===== config.mk =====
export PLATFORM = sky130hd
export DESIGN_NAME = irq_entry_ctrl
export DESIGN_NICKNAME = d
export VERILOG_FILES = /design/src/rtl/irq_entry_pkg.sv /design/src/rtl/irq_entry_ctl.sv /design/src/rtl/irq_entry_dp.sv /design/src/rtl/irq_entry_ctrl.sv
export SDC_FILE = /design/constraint.sdc
export NUM_CORES = 1
export LEC_CHECK = 0
export ABC_CLOCK_PERIOD_IN_PS = 2700
export BUFFER_PORTS_ARGS = -buffer_cell sky130_fd_sc_hd__buf_4
export CAP_MARGIN = 20
export CORE_MARGIN = 3
export CORE_UTILIZATION = 24
export CTS_CLUSTER_DIAMETER = 40
export CTS_CLUSTER_SIZE = 8
export DETAILED_ROUTE_END_ITERATION = 8
export MAX_ROUTING_LAYER = met4
export PLACE_DENSITY = 0.95
export SLEW_MARGIN = 20
export SYNTH_ARGS = -nofsm -noshare
export SYNTH_HDL_FRONTEND = slang
export SYNTH_SLANG_ARGS = --single-unit

===== constraint.sdc =====
create_clock -name clk -period 2.7 [get_ports clk]
set_clock_uncertainty 0.15 [all_clocks]
set_input_delay 0.54 -clock clk [delete_from_list [all_inputs] [get_ports clk]]
set_output_delay 0.54 -clock clk [all_outputs]
set_load 0.01 [all_outputs]

===== src/rtl/irq_entry_pkg.sv =====
package irq_entry_pkg;
  // Strobes passed from control to datapath in the acceptance cycle
  typedef struct packed {
    logic take;        // interrupt accepted this cycle
    logic useCtrlVec;  // select controller-supplied vector
  } entryStrobe_t;
endpackage


===== src/rtl/irq_entry_ctl.sv =====
module irq_entry_ctl
  import irq_entry_pkg::*;
#(
  parameter bit EDGE_TRIG = 1'b1
) (
  input  logic         clk,
  input  logic         rstN,
  input  logic         irqIn,
  input  logic         ieBit,
  input  logic         bipBit,
  input  logic         eipBit,
  input  logic         decValid,
  input  logic         rtidDone,
  input  logic         lowLatMode,
  output entryStrobe_t strobe,
  output logic         ieSet,
  output logic         ieClr
);
  logic acceptOk;
  logic reqLive;
  logic takeNow;

  assign acceptOk = ieBit & ~bipBit & ~eipBit & decValid;

  generate
    if (EDGE_TRIG) begin : g_edge
      logic prevLvl;
      logic pending;
      logic riseSeen;

      assign riseSeen = irqIn & ~prevLvl;
      assign reqLive  = pending | riseSeen;

      always_ff @(posedge clk) begin
        if (!rstN) begin
          prevLvl <= 1'b0;
          pending <= 1'b0;
        end else begin
          prevLvl <= irqIn;
          pending <= takeNow ? 1'b0 : reqLive;
        end
      end

      // an edge under disabled interrupts is held for later
      a_r9_edge_latched: assert property (@(posedge clk) disable iff (!rstN)
        (!ieBit && irqIn && !prevLvl) |=> pending);
      // a take always leaves the latch empty
      a_r12_pend_cleared: assert property (@(posedge clk) disable iff (!rstN)
        takeNow |=> !pending);
    end else begin : g_level
      assign reqLive = irqIn;
      // a held line is serviced whenever acceptance is allowed
      a_r7_level_take: assert property (@(posedge clk) disable iff (!rstN)
        (irqIn && acceptOk) |-> strobe.take);
    end
  endgenerate

  assign takeNow           = reqLive & acceptOk;
  assign strobe.take       = takeNow;
  assign strobe.useCtrlVec = lowLatMode;
  assign ieClr             = takeNow;
  assign ieSet             = rtidDone & ~takeNow;

  // enable is never set and cleared together
  a_r11_ie_exclusive: assert property (@(posedge clk) disable iff (!rstN)
    !(ieSet && ieClr));
endmodule


===== src/rtl/irq_entry_dp.sv =====
module irq_entry_dp
  import irq_entry_pkg::*;
#(
  parameter int          ADDR_W    = 32,
  parameter logic [31:0] BASE_VEC  = 32'h0,
  parameter int          RET_REG   = 14,
  parameter int          REG_IDX_W = 5
) (
  input  logic                 clk,
  input  logic                 rstN,
  input  entryStrobe_t         strobe,
  input  logic [ADDR_W-1:0]    decPc,
  input  logic [ADDR_W-1:0]    ctrlVec,
  output logic [ADDR_W-1:0]    branchTarget,
  output logic                 rfWrEn,
  output logic [REG_IDX_W-1:0] rfWrIdx,
  output logic [ADDR_W-1:0]    rfWrData
);
  localparam logic [ADDR_W-1:0] FIXED_VEC = ADDR_W'(BASE_VEC) + ADDR_W'(16);

  always_comb begin
    branchTarget = strobe.useCtrlVec ? ctrlVec : FIXED_VEC;
  end

  assign rfWrEn   = strobe.take;
  assign rfWrIdx  = REG_IDX_W'(RET_REG);
  assign rfWrData = decPc;

  // fixed vector path
  a_r3_fixed_vec: assert property (@(posedge clk) disable iff (!rstN)
    (strobe.take && !strobe.useCtrlVec) |-> branchTarget == FIXED_VEC);
  // controller vector path
  a_r4_ctrl_vec: assert property (@(posedge clk) disable iff (!rstN)
    (strobe.take && strobe.useCtrlVec) |-> branchTarget == ctrlVec);
endmodule


===== src/rtl/irq_entry_ctrl.sv =====
module irq_entry_ctrl
  import irq_entry_pkg::*;
#(
  parameter bit          EDGE_TRIG = 1'b1,
  parameter int          ADDR_W    = 32,
  parameter logic [31:0] BASE_VEC  = 32'h0000_0000
) (
  input  logic              clk,
  input  logic              rstN,
  input  logic              irqReq,
  input  logic              ieBit,
  input  logic              bipBit,
  input  logic              eipBit,
  input  logic              decValid,
  input  logic [ADDR_W-1:0] decPc,
  input  logic              rtidDone,
  input  logic              lowLatMode,
  input  logic [ADDR_W-1:0] ctrlVec,
  output logic              replaceDecode,
  output logic [ADDR_W-1:0] branchTarget,
  output logic              rfWrEn,
  output logic [4:0]        rfWrIdx,
  output logic [ADDR_W-1:0] rfWrData,
  output logic              ieSet,
  output logic              ieClr
);
  entryStrobe_t strobe;

  irq_entry_ctl #(.EDGE_TRIG(EDGE_TRIG)) u_ctl (
    .clk(clk), .rstN(rstN), .irqIn(irqReq), .ieBit(ieBit),
    .bipBit(bipBit), .eipBit(eipBit), .decValid(decValid),
    .rtidDone(rtidDone), .lowLatMode(lowLatMode),
    .strobe(strobe), .ieSet(ieSet), .ieClr(ieClr)
  );

  irq_entry_dp #(.ADDR_W(ADDR_W), .BASE_VEC(BASE_VEC), .RET_REG(14), .REG_IDX_W(5)) u_dp (
    .clk(clk), .rstN(rstN), .strobe(strobe), .decPc(decPc), .ctrlVec(ctrlVec),
    .branchTarget(branchTarget), .rfWrEn(rfWrEn), .rfWrIdx(rfWrIdx),
    .rfWrData(rfWrData)
  );

  assign replaceDecode = strobe.take;

  // no take unless every status condition allows it
  a_r1_accept_gate: assert property (@(posedge clk) disable iff (!rstN)
    replaceDecode |-> (ieBit && !bipBit && !eipBit && decValid));
  // the side effects travel with the replace request
  a_r2_side_effects: assert property (@(posedge clk) disable iff (!rstN)
    replaceDecode |-> (rfWrEn && ieClr));
  // return address is the decode PC
  a_r5_ret_addr: assert property (@(posedge clk) disable iff (!rstN)
    rfWrEn |-> rfWrData == decPc);
endmodule


==> results.cfg <==
[run_status]
status = completed

[worst_hold_path]
hold_depth = 2
min_path_type = in2reg

[global_route]
antenna_found_initial = 0
grtUsageMet2 = 0.177
grt_pass1_vias = 663
grt_max_degree = 33
grt.busiest_layer = met2
grt_pass1_wl_um = 2580
gr-usage-all-layers = 0.101
met1_usage = 0.0859
use_met3 = 0.0209
grt_overflow_total = 0

[floorplanning]
core_area_sq_mm = 0.00230
die-area_sq_mm = 0.00316
die-width_um = 56.2
rows = 17
initial_core_util = 0.264
die_h_um = 56.2
io-pin-count = 146

[cells_and_area]
syn2layout_area_growth_pct = 54.8
seq_area_sq_um = 40.0
nets = 201
drive_above_1_share = 0.627
multi_input_area_sq_um = 262
nFillCells = 232
diodes = 0
final_util = 0.408

[logic_synthesis]
synth_top_area_share = 0.483
synthFlopType = dfxtp_1
synthArstFlopShare = 0
synth_seq_area_share = 0.0661
yosys.area.top_type = buf_4
netlist_area_sq_um = 606
synthTopCellsByArea = buf_4 (48%), and2_1 (33%), dfxtp_1 (6.6%)
synth_edf_count = 0
post-synth-top-count-cell = buf_4
synth-seq-cells = 2
synth_cells = 86
post_synth_num_cell_types = 12
synth.yosys.warnings = 0
netlist_top_cells_count = buf_4 (39), and2_1 (32), buf_2 (3)
syn-mean-instance-area_sq_um = 7.04

[clock_network]
cts_hold_buf = 0
clkLatencyLatePin_ns = 0.22
clock-root-buffer = clkbuf_4
h-tree-depth = 1
clk_pin_slew_worst_paths_ns = 0.03
cts.repair.resized = 0
clockBufferDepth = 2
cts_buffers = 3
cts.sinks = 2
post-cts-setup-buffers = 0
cts_tree = built

[timing]
fin_tns_setup_ns = 0
max_freq_mhz = 502
hold_violations = 0
holdWs_ns = 0.392
fin_crit_sh = 0.738
period_needed_ns = 1.99
rsz0062_at_grt = no
setup_viol = 0
slew_viol_final = 0

[pwr]
power.density_mw_per_mm2 = 238
vdd_drop_max_mv = 0.127
leakagePower_nw = 0.528

[setup_path]
cp.required_ns = 2.01
endpoint_kind = primary output
critPathKind = in2out
path_max_fanout = 3
crit_path_start_kind = input pin
worstRegToRegCells = 3
cp.arrival_ns = 1.30

[placement]
dp_hpwl_um = 1450
place.gp.congestion = 0.673
io_buffers = 76

[routing]
drc_errors = 0
post_drt_wl_per_cell_um = 10.8
num_vias = 612
antenna_left = 0
viasPerCell = 3.97
drtIter0Drc = 9
routed_wl_um = 1670
firstDrtPassIters = 2

[flow_run]
maxCapViolCount = 0
[sequential cells by signal, summed over array words and instances, names as in the netlist]
name and cells:
u_ctl.g_edge.pending 1, u_ctl.g_edge.prevLvl 1
[through the flow]
| stage | instances | power (mW) | worst slack, ns | cell area, sq um |
|---|---|---|---|---|
| 4_1_cts | 154 | 0.230 | 0.703 | 937 |
| 6_report | 154 | 0.223 | 0.707 | 937 |
| 5_1_grt | 154 | 0.241 | 0.634 | 937 |
| 2_1_floorplan | 89 | 0.132 | 0.742 | 617 |
| 3_3_place_gp | 151 | 0.159 | 0.711 | 915 |
| 3_5_place_dp | 151 | 0.161 | 0.705 | 915 |
[worst paths after layout]
| path | slack [ns] | end | from |
|---|---|---|---|
| hold / removal | 0.39 | u_ctl.g_edge.prevLvl | rstN |
| hold reg to reg | 0.43 | u_ctl.g_edge.pending | u_ctl.g_edge.pending |
| setup reg to reg | 1.79 | u_ctl.g_edge.pending | u_ctl.g_edge.prevLvl |
| setup / recovery | 0.71 | ieClr | eipBit |
[placed cells by master (no fill, tap or decap), drive strengths merged]
cell type	n
buf	76
and2	32
conb	5
clkbuf	3
inv	2
dfxtp	2
nand2b	1
and4bb	1
a21oi	1
nor2	1
o21a	1
nor3b	1
[worst max-delay path, stage by stage]
cell	delay, ns
buf_4	0.10
and4bb_1	0.27
inv_1	0.06
nor2_1	0.17
buf_4	0.15
[final cells by class]
| class | count | area share |
|---|---|---|
| Sequential cell | 2 | 0.0427 |
| Inverter | 2 | 0.00801 |
| Multi-Input combinational cell | 43 | 0.279 |
| Tap cell | 28 | 0.0374 |
| Timing Repair Buffer | 76 | 0.609 |
| Clock buffer | 3 | 0.0240 |
[cells by family (layout without fill, tap and decap cells)]
| logic type | count (synthesis) | count (layout) | share of synthesized area |
|---|---|---|---|
| buffers and inverters | 44 | 81 | 0.521 |
| AO/OA/AOI/OAI | 2 | 2 | 0.0207 |
| other | 2 | 5 | 0.0124 |
| AND/OR/NAND/NOR | 36 | 36 | 0.380 |
| flip-flops | 2 | 2 | 0.0661 |
[report_power, final]
| group | internal [mW] | total (mW) | switching [mW] |
|---|---|---|---|
| Sequential | 0.0318 | 0.0322 | 0.000436 |
| Clock | 0.0489 | 0.0643 | 0.0154 |
| Combinational | 0.0816 | 0.127 | 0.0451 |
| Total | 0.162 | 0.223 | 0.0609 |
[layer usage]
layer / wire length, um / vias up
met1: 423 / 247
met3: 234 / 16
met2: 926 / 56
met4: 84 / 0
li1: - / 293
met5: 0 / -
(Power assumes the default switching activity.)
